## config.mk

```make
export PLATFORM = sky130hd
export DESIGN_NAME = clkout_pwrseq
export DESIGN_NICKNAME = d
export VERILOG_FILES = /design/src/rtl/cps_pkg.sv /design/src/rtl/cps_sync.sv /design/src/rtl/cps_se_gate.sv /design/src/rtl/cps_diff_gate.sv /design/src/rtl/cps_ctrl.sv /design/src/rtl/clkout_pwrseq.sv
export SDC_FILE = /design/constraint.sdc
export NUM_CORES = 1
export LEC_CHECK = 0
export BUFFER_PORTS_ARGS = -buffer_cell sky130_fd_sc_hd__buf_2
export CAP_MARGIN = 20
export CORE_MARGIN = 2
export CORE_UTILIZATION = 49
export DETAILED_ROUTE_END_ITERATION = 12
export HOLD_SLACK_MARGIN = 0.1
export PLACE_DENSITY = 0.7
export SYNTH_ARGS = -nofsm -noshare
export SYNTH_HDL_FRONTEND = slang
export SYNTH_HIERARCHICAL = 1
export SYNTH_SLANG_ARGS = --single-unit
```

## constraint.sdc

```tcl
create_clock -name clk -period 2.7 [get_ports clk]
set_clock_uncertainty 0.2 [all_clocks]
set_input_delay 0.405 -clock clk [delete_from_list [all_inputs] [get_ports clk]]
set_output_delay 0.405 -clock clk [all_outputs]
set_load 0.005 [all_outputs]
```

## src/rtl/cps_pkg.sv

```systemverilog
package cps_pkg;
  typedef enum logic [2:0] {
    ST_PGOOD   = 3'd0,
    ST_LOCKW   = 3'd1,
    ST_RELEASE = 3'd2,
    ST_RUN     = 3'd3,
    ST_STOP    = 3'd4,
    ST_OFF     = 3'd5
  } cps_state_e;
endpackage

```

## src/rtl/cps_sync.sv

```systemverilog
module cps_sync #(
  parameter int STAGES = 2
) (
  input  logic clk,
  input  logic rst_n,
  input  logic d,
  output logic q
);
  logic [STAGES-1:0] sr_q;
  logic [STAGES-1:0] sr_n;

  always_comb begin
    sr_n = {sr_q[STAGES-2:0], d};
  end

  always_ff @(posedge clk or negedge rst_n) begin
    if (!rst_n) sr_q <= '0;
    else        sr_q <= sr_n;
  end

  assign q = sr_q[STAGES-1];
endmodule

```

## src/rtl/cps_se_gate.sv

```systemverilog
module cps_se_gate (
  input  logic clk,
  input  logic rst_n,
  input  logic src,
  input  logic go,
  output logic out,
  output logic running
);
  logic run_q, run_n;
  logic out_q, out_n;

  // state changes only while the source is low: no shortened pulse
  always_comb begin
    if (run_q) run_n = go | src;
    else       run_n = go & ~src;
    out_n = run_n & src;
  end

  always_ff @(posedge clk or negedge rst_n) begin
    if (!rst_n) begin
      run_q <= 1'b0;
      out_q <= 1'b0;
    end else begin
      run_q <= run_n;
      out_q <= out_n;
    end
  end

  assign out     = out_q;
  assign running = run_q;
endmodule

```

## src/rtl/cps_diff_gate.sv

```systemverilog
module cps_diff_gate (
  input  logic clk,
  input  logic rst_n,
  input  logic src,
  input  logic go,
  input  logic hold,
  input  logic mode,
  output logic t,
  output logic c,
  output logic oe,
  output logic running
);
  logic src_p;
  logic rise;
  logic run_q, run_n;
  logic t_q, c_q, oe_q;
  logic t_n, c_n, oe_n;

  always_comb begin
    rise = src & ~src_p;
    // stop only when the complement is about to fall; start in the high phase
    if (run_q) run_n = ~(~go & rise);
    else       run_n = go & src;
    if (run_n) begin
      t_n  = src;
      c_n  = ~src;
      oe_n = 1'b1;
    end else if (hold || !mode) begin
      t_n  = 1'b1;
      c_n  = 1'b0;
      oe_n = 1'b1;
    end else begin
      t_n  = 1'b0;
      c_n  = 1'b0;
      oe_n = 1'b0;
    end
  end

  always_ff @(posedge clk or negedge rst_n) begin
    if (!rst_n) begin
      src_p <= 1'b0;
      run_q <= 1'b0;
      t_q   <= 1'b0;
      c_q   <= 1'b0;
      oe_q  <= 1'b0;
    end else begin
      src_p <= src;
      run_q <= run_n;
      t_q   <= t_n;
      c_q   <= c_n;
      oe_q  <= oe_n;
    end
  end

  assign t       = t_q;
  assign c       = c_q;
  assign oe      = oe_q;
  assign running = run_q;
endmodule

```

## src/rtl/cps_ctrl.sv

```systemverilog
module cps_ctrl
  import cps_pkg::*;
#(
  parameter int N_DIFF   = 3,
  parameter int LOCK_TMO = 1000
) (
  input  logic              clk,
  input  logic              rst_n,
  input  logic              pin_s,
  input  logic              ref_clk,
  input  logic              pll_lock,
  input  logic              all_run,
  input  logic              all_stop,
  input  logic [N_DIFF-1:0] drv_mode,
  output logic              gate_go,
  output logic              drv_hold,
  output logic [N_DIFF-1:0] mode_q,
  output logic              osc_en,
  output logic              syn_en,
  output logic              lock_tmo,
  output cps_state_e        st
);
  localparam int TW = $clog2(LOCK_TMO + 1);

  cps_state_e        st_q, st_n;
  logic              ref_p;
  logic              seen_q, seen_n;
  logic              ref_rise, accept;
  logic [N_DIFF-1:0] mode_r;
  logic              mode_cap;
  logic              osc_q, syn_q, en_n;
  logic [TW-1:0]     tmo_q, tmo_n;

  always_comb begin
    ref_rise = ref_clk & ~ref_p;
    seen_n   = seen_q;
    if (st_q != ST_RUN)  seen_n = 1'b0;
    else if (ref_rise)   seen_n = ~pin_s;
    accept   = (st_q == ST_RUN) & ref_rise & ~pin_s & seen_q;
    mode_cap = accept;

    st_n = st_q;
    case (st_q)
      ST_PGOOD:   if (pin_s) st_n = ST_LOCKW;
      ST_LOCKW:   if (syn_q && pll_lock) st_n = ST_RELEASE;
      ST_RELEASE: if (all_run) st_n = ST_RUN;
      ST_RUN:     if (accept) st_n = ST_STOP;
      ST_STOP:    if (all_stop) st_n = ST_OFF;
      ST_OFF:     if (pin_s) st_n = ST_LOCKW;
      default:    st_n = ST_PGOOD;
    endcase

    en_n = (st_n == ST_LOCKW) || (st_n == ST_RELEASE) ||
           (st_n == ST_RUN)   || (st_n == ST_STOP);

    if (st_q == ST_LOCKW && st_n == ST_LOCKW) begin
      if (tmo_q == TW'(LOCK_TMO)) tmo_n = tmo_q;
      else                        tmo_n = tmo_q + TW'(1);
    end else begin
      tmo_n = '0;
    end
  end

  always_ff @(posedge clk or negedge rst_n) begin
    if (!rst_n) begin
      st_q   <= ST_PGOOD;
      ref_p  <= 1'b0;
      seen_q <= 1'b0;
      osc_q  <= 1'b0;
      syn_q  <= 1'b0;
      tmo_q  <= '0;
    end else begin
      st_q   <= st_n;
      ref_p  <= ref_clk;
      seen_q <= seen_n;
      osc_q  <= en_n;
      syn_q  <= en_n & osc_q;
      tmo_q  <= tmo_n;
    end
  end

  // mode capture register with an explicit enable
  always_ff @(posedge clk or negedge rst_n) begin
    if (!rst_n)        mode_r <= '1;
    else if (mode_cap) mode_r <= drv_mode;
  end

  assign gate_go  = (st_q == ST_RELEASE) || (st_q == ST_RUN);
  assign drv_hold = (st_q == ST_LOCKW) || (st_q == ST_RELEASE);
  assign mode_q   = mode_r;
  assign osc_en   = osc_q;
  assign syn_en   = syn_q;
  assign lock_tmo = (tmo_q == TW'(LOCK_TMO));
  assign st       = st_q;
endmodule

```

## src/rtl/clkout_pwrseq.sv

```systemverilog
module clkout_pwrseq
  import cps_pkg::*;
#(
  parameter int N_SE        = 3,
  parameter int N_DIFF      = 3,
  parameter int SYNC_STAGES = 2,
  parameter int LOCK_TMO    = 1000
) (
  input  logic              clk,
  input  logic              rst_n,
  input  logic              pg_pdn,
  input  logic              ref_clk,
  input  logic              pll_lock,
  input  logic [N_SE-1:0]   se_src,
  input  logic [N_DIFF-1:0] df_src,
  input  logic [N_DIFF-1:0] drv_mode,
  output logic [N_SE-1:0]   se_out,
  output logic [N_DIFF-1:0] df_t,
  output logic [N_DIFF-1:0] df_c,
  output logic [N_DIFF-1:0] df_oe,
  output logic              osc_en,
  output logic              syn_en,
  output logic              lock_tmo
);
  logic [1:0]        rst_pipe;
  logic              rst_s;
  logic              pin_s;
  logic              gate_go, drv_hold;
  logic [N_DIFF-1:0] mode_w;
  logic [N_SE-1:0]   se_run;
  logic [N_DIFF-1:0] df_run;
  logic              all_run, all_stop;
  cps_state_e        st_w;

  // asynchronous assert, synchronous release
  always_ff @(posedge clk or negedge rst_n) begin
    if (!rst_n) rst_pipe <= 2'b00;
    else        rst_pipe <= {rst_pipe[0], 1'b1};
  end
  assign rst_s = rst_pipe[1];

  cps_sync #(.STAGES(SYNC_STAGES)) u_pin_sync (
    .clk(clk), .rst_n(rst_s), .d(pg_pdn), .q(pin_s)
  );

  assign all_run  = (&se_run) & (&df_run);
  assign all_stop = ~(|se_run) & ~(|df_run);

  cps_ctrl #(.N_DIFF(N_DIFF), .LOCK_TMO(LOCK_TMO)) u_ctrl (
    .clk(clk), .rst_n(rst_s), .pin_s(pin_s), .ref_clk(ref_clk),
    .pll_lock(pll_lock), .all_run(all_run), .all_stop(all_stop),
    .drv_mode(drv_mode), .gate_go(gate_go), .drv_hold(drv_hold),
    .mode_q(mode_w), .osc_en(osc_en), .syn_en(syn_en),
    .lock_tmo(lock_tmo), .st(st_w)
  );

  for (genvar i = 0; i < N_SE; i++) begin : g_se
    cps_se_gate u_gate (
      .clk(clk), .rst_n(rst_s), .src(se_src[i]), .go(gate_go),
      .out(se_out[i]), .running(se_run[i])
    );
  end

  for (genvar j = 0; j < N_DIFF; j++) begin : g_df
    cps_diff_gate u_gate (
      .clk(clk), .rst_n(rst_s), .src(df_src[j]), .go(gate_go),
      .hold(drv_hold), .mode(mode_w[j]),
      .t(df_t[j]), .c(df_c[j]), .oe(df_oe[j]), .running(df_run[j])
    );
  end
endmodule

```

# [After elaboration in Yosys (flattened, before gate mapping)]
# Cells that the tools add are included.
[word_totals] wordCells=133 register_bits=45 inputBits=14
[op_classes] add_sub_neg=1 eq_ne=12 n_mux=28 reduce_logical=20 bitwise_logic=42
[op_table] op="1-bit AND" count=22
[op_table] op="1-bit two-way mux" count=20
[op_table] op="10-bit two-way mux" count=2
[op_table] op="1-bit inverter" count=17
[op_table] op="3-bit two-way mux" count=5
[op_table] op="3-bit case mux with 5 select lines" count=1
[op_table] op="3-bit by 2-bit == test with 1-bit output (second input constant)" count=4
[op_table] op="10-bit by 1-bit adder with 10-bit output (second input constant)" count=1
[op_table] op="10-bit == test (second input constant)" count=1
[op_table] op="3-bit == test (second input constant)" count=3
[op_table] op="1-bit logical OR" count=8
[op_table] op="3-bit by 1-bit == test with 1-bit output (second input constant)" count=2
[op_table] op="3-bit AND reduction" count=2
[op_table] op="3-bit OR reduction" count=2
[op_table] op="1-bit logical NOT" count=3
[op_table] op="3-bit logical NOT" count=1
[op_table] op="3-bit by 2-bit != test with 1-bit output (second input constant)" count=1
[op_table] op="1-bit OR" count=3
[op_table] op="1-bit logical AND" count=2
[op_table] op="2-bit != test (second input constant)" count=1
[op_table] op="2-bit nonzero test" count=1
[op_table] op="2-bit OR reduction" count=1

# [Logic depth before layout (Yosys ltp)]
# Gate-level depths: netlist of run 1.
[depth] depth_word=12 depth_mapped=5 depth_no_buf=5

# [Modules after synthesis]
# Netlist of run 1, hierarchy kept.
[by_module_without_submodules] mod="cps_ctrl" seq_area_each_um2=504.2 cells_per_inst=102 area_each_um2=1038.5 instances=1
[by_module_without_submodules] mod="cps_diff_gate" seq_area_each_um2=125.1 cells_per_inst=14 area_each_um2=187.7 instances=3
[by_module_without_submodules] mod="cps_se_gate" seq_area_each_um2=50.0 cells_per_inst=4 area_each_um2=72.6 instances=3
[by_module_without_submodules] mod="clkout_pwrseq" seq_area_each_um2=50.0 cells_per_inst=8 area_each_um2=85.1 instances=1
[by_module_without_submodules] mod="cps_sync" seq_area_each_um2=50.0 cells_per_inst=2 area_each_um2=50.0 instances=1

# [Worst setup path after synthesis of run 1]
# No wires, ideal clock.
[synth_timing] path_type="flip-flop to flip-flop" start="register g_df[2].u_gate.run_q" end="register u_ctrl.syn_q, in the netlist u_ctrl/syn_en" stages_incl_launch_ff=6 arrival_time_ps=1312 n_path_buf=0 path_slack_ps=1057 synth_period_minus_slack_ps=1643 t_required_ps=2369 path_cell_list="dfrtp_1 or4_1 nor3_2 nand2_1 a21oi_1 a211oi_1"
[synth_between] elab_chain_len=10
[synth_rtl] item="start: declaration" line_no="cps_diff_gate.sv:15" rtl="logic run_q, run_n;"
[synth_rtl] item="start signal: assignment" line_no="cps_diff_gate.sv:48" rtl="run_q <= run_n;"
[synth_rtl] item="3-bit OR reduction (*)" line_no="clkout_pwrseq.sv:47" rtl="assign all_stop = ~(|se_run) & ~(|df_run);"
[synth_rtl] item="1-bit inverter (*)" line_no="clkout_pwrseq.sv:47"
[synth_rtl] item="1-bit AND (*)" line_no="clkout_pwrseq.sv:47"
[synth_rtl] item="via all_stop" line_no="clkout_pwrseq.sv:32" rtl="logic all_run, all_stop;"
[synth_rtl] item="3-bit two-way mux (*)" line_no="cps_ctrl.sv:48" rtl="ST_STOP: if (all_stop) st_n = ST_OFF;"
[synth_rtl] item="3-bit case mux with 5 select lines (*)" line_no="cps_ctrl.sv:43" rtl="case (st_q)"
[synth_rtl] item="3-bit by 1-bit == test with 1-bit output / 3-bit by 2-bit == test with 1-bit output (equally long branches)" line_no="cps_ctrl.sv:53" rtl="en_n = (st_n == ST_LOCKW) || (st_n == ST_RELEASE) ||"
[synth_rtl] item="1-bit logical OR (2 in series)" line_no="cps_ctrl.sv:53"
[synth_rtl] item="1-bit logical OR (*)" line_no="cps_ctrl.sv:54" rtl="(st_n == ST_RUN) || (st_n == ST_STOP);"
[synth_rtl] item="1-bit AND (*)" line_no="cps_ctrl.sv:77" rtl="syn_q <= en_n & osc_q;"
[synth_rtl] item="end signal: assignment" line_no="cps_ctrl.sv:77"
[synth_rtl] item="end: declaration" line_no="cps_ctrl.sv:31" rtl="logic osc_q, syn_q, en_n;"
# The timed path passes the listed nets; every way through them passes the cells marked *.
# A chain may end at the register's enable or synchronous reset.

# [Worst setup path in the final report of run 1]
[layout_timing] start="register u_ctrl.tmo_q[0]" end="output lock_tmo"
[layout_between] elab_chain_len=1
[layout_rtl] item="start: declaration" line_no="cps_ctrl.sv:32" rtl="logic [TW-1:0] tmo_q, tmo_n;"
[layout_rtl] item="start signal: assignment" line_no="cps_ctrl.sv:78" rtl="tmo_q <= tmo_n;"
[layout_rtl] item="10-bit == test" line_no="cps_ctrl.sv:93" rtl="assign lock_tmo = (tmo_q == TW'(LOCK_TMO));"
[layout_rtl] item="end: declaration" line_no="clkout_pwrseq.sv:23" rtl="output logic lock_tmo"
# No other way between the ends.

==> flow_metrics.tcl, run 1 <==
set metrics [dict create \
    status "completed" \
    die_area_sq_mm 0.00451 \
    cp_max_fo 5 \
    rsz0062_at_grt "no" \
    die_w_um 67.2 \
    drive_above_1_share_pct 29.0 \
    ios 29 \
    clkLatencyLatePin_ns 0.29 \
    area_growth_pct 19.5 \
    wire_per_inst_um 14.3 \
    synthesis.nets 182 \
    grt_max_degree 35 \
    routed_wl_mm 3.64 \
    synthesis.area_sq_mm 0.00195 \
    hold_violations 0 \
    ys_types 39 \
    setup_violations 0 \
    portBuffers 28 \
    cts-resized-gates 0 \
    worst_slew_pin_slew_ns 0.809 \
    synth-seq-cells 45 \
    max_stage_delay_ns 0.43 \
    slew_violations 0 \
    crit_required_ns 2.10 \
    globalRouteOverflowTotal 0 \
    cts_root_buffer "clkbuf_8" \
    layout_commonest_cell "dfrtp_1" \
    synth-main-ff-cell "dfrtp_1" \
    cts.sinks 45 \
    layout_common_cells "dfrtp_1 (42), buf_2 (28), a21oi_1 (12)" \
    seqCellArea_sq_mm 0.00113 \
    diodes 0 \
    cts_max_level 2 \
    place_hpwl_mm 2.56 \
    ant_nets 0 \
    critPathKind "reg -> out" \
    clk_transition_reported_paths_ns 0.08 \
    die_h_um 67.2 \
    gp_congestion 0.752 \
    critPathArrivalTime_ns 1.54 \
    p_leak_nw 0.985 \
    worstPathCellList "inv_1 > ha_1 > nand4bb_1 > nor3_2 > buf_2" \
    slowest_stage "dfrtp_1" \
    core_area_sq_mm 0.00374 \
    seq_area_frac_synth_pct 57.8 \
    endpoint_kind "primary output" \
    multi_input_area_sq_um 773 \
    dr.first_iter.drc_count 63 \
    syn_inst 166 \
    grt.total_usage_pct 18.6 \
    cts_tree "built" \
    hp-class "reg -> async" \
    nFillCells 325 \
    fmax_mhz 465 \
    tns_ns 0 \
    drt-vias-per-instance 5.62 \
    powerDensity_mw_per_mm2 773 \
    grt_pass1_vias 1433 \
    post-route-min-period_ns 2.15 \
    syn_avg_cell_area_sq_um 11.8 \
    drv_cap 0 \
    holdWs_ns 0.0834 \
    startpoint_type "flip-flop" \
    first_pass_iters 4 \
    start_util_pct 52.2 \
    vias 1432 \
    clk_path_buf_depth 2 \
    antenna_found_initial 0 \
    synth_warnings 6 \
    grt_pass1_wl_mm 6.22 \
    synth-async-reset-ratio_pct 100 \
    drc 0 \
    period_share_pct 79.6 \
    maxSlewHeadroom_pct 45.9 \
    row_count 22 \
    synth_edf_count 0 \
    max-vdd-ir-drop_uv 520 \
    nets 222 \
    cts_made_buffers 5 \
    p_total_mw 1.81 \
]
## cell type report
| cell class | count | area share (%) |
|---|---|---|
| Clock buffer | 7 | 3.70 |
| Timing Repair Buffer | 36 | 9.32 |
| Sequential cell | 45 | 48.4 |
| Clock inverter | 1 | 1.29 |
| Inverter | 10 | 1.61 |
| Multi-Input combinational cell | 108 | 33.1 |
| Tap cell | 48 | 2.57 |
## report_power, final
group,internal (mW),switching (mW),leakage (nW)
Combinational,0.196,0.198,0.405
Clock,0.302,0.212,0.0585
Sequential,0.784,0.114,0.522
Total,1.28,0.524,0.985
## worst max-delay path: cells and delay by family (launching register included)
kind                     cells  cell delay [ns]
flip-flops                   1             0.43
AND/OR/NAND/NOR              2             0.39
buffers and inverters        2             0.27
adder cells (fa/ha/maj)      1             0.16
## routing by layer
metal / global-route usage (%) / wire (um) / vias to the layer above
met5: 0 / 0 / -
met4: 10.5 / 62 / 0
met3: 4.33 / 172 / 8
met2: 30.7 / 1820 / 38
met1: 22.5 / 1590 / 712
li1: - / - / 674
## kinds of logic after synthesis
| kind of cell | count (synthesis) | synth area share [%] |
|---|---|---|
| and+or+nand+nor | 58 | 19.0 |
| DFF | 45 | 57.8 |
| AOI/OAI and AO/OA | 36 | 12.7 |
| buffers and inverters | 13 | 2.62 |
| muxes | 8 | 5.06 |
| xor gates and xnor gates | 3 | 1.34 |
| adders and majority gates | 2 | 1.28 |
| other | 1 | 0.192 |
## path summary, 6_finish.rpt
path                                      start           endpoint  slack (ns)  depth (start not counted)
max in group asynchronous           rst_pipe[1]    u_ctrl/tmo_q[1]        1.50                          1
worst max register to register     u_ctrl/st[1]  g_df[2].u_gate/oe        0.81                          3
min in group clk                    drv_mode[0]   u_ctrl/mode_q[0]        0.15                          2
worst min register to register      rst_pipe[1]       u_ctrl/st[0]        0.08                          1
worst min-delay path                rst_pipe[1]       u_ctrl/st[0]        0.08                          1
worst max-delay path            u_ctrl/tmo_q[0]           lock_tmo        0.55                          5
## Yosys cell counts (4+ instances only)
cell	instances	area share [%]
nand3_1	9	2.3
o21ai_0	7	1.8
nand2b_1	8	2.6
a21oi_1	12	3.1
nand2_1	5	0.96
dfrtp_1	42	54
nor2_1	6	1.2
inv_1	10	1.9
o22ai_1	4	1.3
nor2b_1	4	1.3
or3_1	5	1.6
## state kept, by name (all words and copies together) (netlist names)
signal	count
g_df.u_gate/oe	3
u_ctrl/tmo_q	10
u_ctrl/st	3
g_df.u_gate/running	3
g_se.u_gate/out	3
rst_pipe	2
g_se.u_gate/running	3
u_ctrl/mode_q	3
g_df.u_gate/src_p	3
u_pin_sync/sr_q	2
g_df.u_gate/c	3
u_ctrl/syn_en	1
u_ctrl/osc_en	1
u_ctrl/seen_q	1
u_ctrl/ref_p	1
g_df.u_gate/t	3
## repair_timing
action / 4_1_cts / 5_1_grt
hold buffers: 7 / 0
setup buffers: 0 / 0
endpoints found under the hold margin: 16 / 0
## stage by stage
stage               cell area (sq um)  cells  worst slack [ns]  utilization (%)
floorplan                        1950    166              1.06                -
global placement                 2150    240             0.897             57.4
detailed placement               2150    240             0.848             57.4
CTS                              2330    255             0.534             62.4
global route                     2330    255             0.424             62.4
finish                           2330    255             0.551             62.4
(Power assumes the default switching activity.)
==> run 2: changes to the inputs <==
==> constraint.sdc (replaced) <==
create_clock -name clk -period 2 [get_ports clk]
set_clock_uncertainty 0.2 [all_clocks]
set_input_delay 0.3 -clock clk [delete_from_list [all_inputs] [get_ports clk]]
set_output_delay 0.3 -clock clk [all_outputs]
set_load 0.005 [all_outputs]
==> run 2 against run 1 <==
  * First-iteration DRC count grew 7.9%
  * Critical path depth did not move
  * Clock-buffer cell count decreased by 1
  * Register-to-register slack worse by 0.53 ns
  * Via count decreased by 0.49%
  * Global-route usage rose by 0.34 points
  * Hold slack better by 0.047 ns
  * Highest routed layer unchanged
  * Utilization up 2.8 points
  * Routed wire length grew 0.71%
  * Cell area rose by 4.6%
  * Clock power is 2% higher
  * Sequential cell count unchanged
  * Critical endpoint unchanged
==> flow_metrics.tcl, run 2 (same netlist as run 1, synthesis figures left out) <==
set metrics [dict create \
    drv_cap 0 \
    grt_pass1_wl_mm 6.24 \
    startpoint_type "flip-flop" \
    diodes 0 \
    post-route-min-period_ns 1.95 \
    die_w_um 67.2 \
    p_leak_nw 1.04 \
    antenna_found_initial 0 \
    critPathArrivalTime_ns 1.45 \
    clk_transition_reported_paths_ns 0.08 \
    drc 0 \
    status "completed" \
    first_pass_iters 5 \
    final_core_util_pct 65.2 \
    hold_violations 0 \
    die_area_sq_mm 0.00451 \
    period_share_pct 97.6 \
    start_util_pct 52.2 \
    powerDensity_mw_per_mm2 946 \
    row_count 22 \
    drive_above_1_share_pct 31.8 \
    cp_max_fo 3 \
    endpoint_kind "primary output" \
    wire_per_inst_um 13.5 \
    critPathKind "reg -> out" \
    layout_commonest_cell "dfrtp_1" \
    setup_violations 0 \
    cts_root_buffer "clkbuf_8" \
    cts_max_level 2 \
    regMostFlops "u_ctrl/tmo_q" \
    crit_required_ns 1.50 \
    slew_violations 0 \
    ios 29 \
    dr.first_iter.drc_count 68 \
    clk_path_buf_depth 2 \
    area_growth_pct 24.9 \
    max-vdd-ir-drop_uv 517 \
    clkLatencyLatePin_ns 0.29 \
    hp-class "in -> reg" \
    final_area_sq_mm 0.00244 \
    vias 1425 \
    globalRouteOverflowTotal 0 \
    cts.sinks 45 \
    place_hpwl_mm 2.56 \
    portBuffers 28 \
    grt.total_usage_pct 19.0 \
    cts_tree "built" \
    grt_max_degree 25 \
    core_area_sq_mm 0.00374 \
    fmax_mhz 512 \
    nets 238 \
    layout_common_cells "dfrtp_1 (40), buf_2 (28), dlygate4sd3_1 (14)" \
    die_h_um 67.2 \
    gp_congestion 0.727 \
    tns_ns 0 \
    cts_made_buffers 5 \
    postPlaceCellArea_sq_mm 0.00219 \
    drt-vias-per-instance 5.26 \
    largest_register_ffs 10 \
    grt_pass1_vias 1366 \
    ant_nets 0 \
    routed_wl_mm 3.67 \
]
run 2: cell count changes in the layout (fill, tap and decap cells not counted), sizes merged:
cell	delta
clkinv	+2
buf	+9
dlygate4sd3	+7
clkbuf	-1
bufinv	-1
run 2: timing repair:
item,CTS,global route
gates resized for setup,0,2
buffers inserted,0,4
endpoints found under the hold margin,59,2
hold buffers,13,1
setup endpoints to repair,0,1
run 2: critical path, stage by stage, from the launching register on:
cell	delay, ns
dfrtp_2	0.41
inv_1	0.08
ha_1	0.16
nand4bb_1	0.12
nor3_2	0.24
buf_2	0.15
run 2: path summary, 6_finish.rpt:
path / to / start / cells past startpoint / slack (ns)
min reg2reg: u_pin_sync/sr_q[1] / u_pin_sync/sr_q[0] / 0 / 0.15
max in group asynchronous: u_ctrl/mode_q[2] / rst_pipe[1] / 2 / 0.70
max reg2reg: u_ctrl/syn_en / g_df[2].u_gate/running / 5 / 0.28
min in group asynchronous: u_pin_sync/sr_q[0] / rst_pipe[1] / 2 / 0.59
min: u_ctrl/st[1] / pll_lock / 3 / 0.13
max: lock_tmo / u_ctrl/tmo_q[0] / 5 / 0.05
run 2: metal layers:
metal  wire (um)  vias to the layer above  global-route usage, %
li1            -                      703                      -
met1        1580                      691                   23.8
met5           0                        -                      0
met4          42                        0                   6.12
met2        1920                       26                   31.3
met3         128                        5                   6.00
run 2: final cells by class:
type,count,area (sq um)
clock buffers,6,72.6
flip-flops and latches,45,1130
inverters,10,37.5
multi-input cells,108,773
well taps,48,60.1
repair buffers,52,355
fillers,308,1300
clock inverters,2,10.0
run 2: power breakdown:
part | internal [mW] | switching (mW)
Sequential | 1.06 | 0.137
Combinational | 0.303 | 0.287
Clock | 0.242 | 0.281
Total | 1.60 | 0.705
run 2: through the flow:
stage	std cells	worst slack (ns)	hold slack, ns	total power, mW
after global routing	271	-0.0510	0.119	2.48
after detailed placement	245	0.284	-0.111	1.78
after global placement	245	0.293	-0.116	1.75
after CTS	266	0.0656	0.103	2.33
after floorplan	166	0.357	-0.196	1.58
final	271	0.0486	0.130	2.31
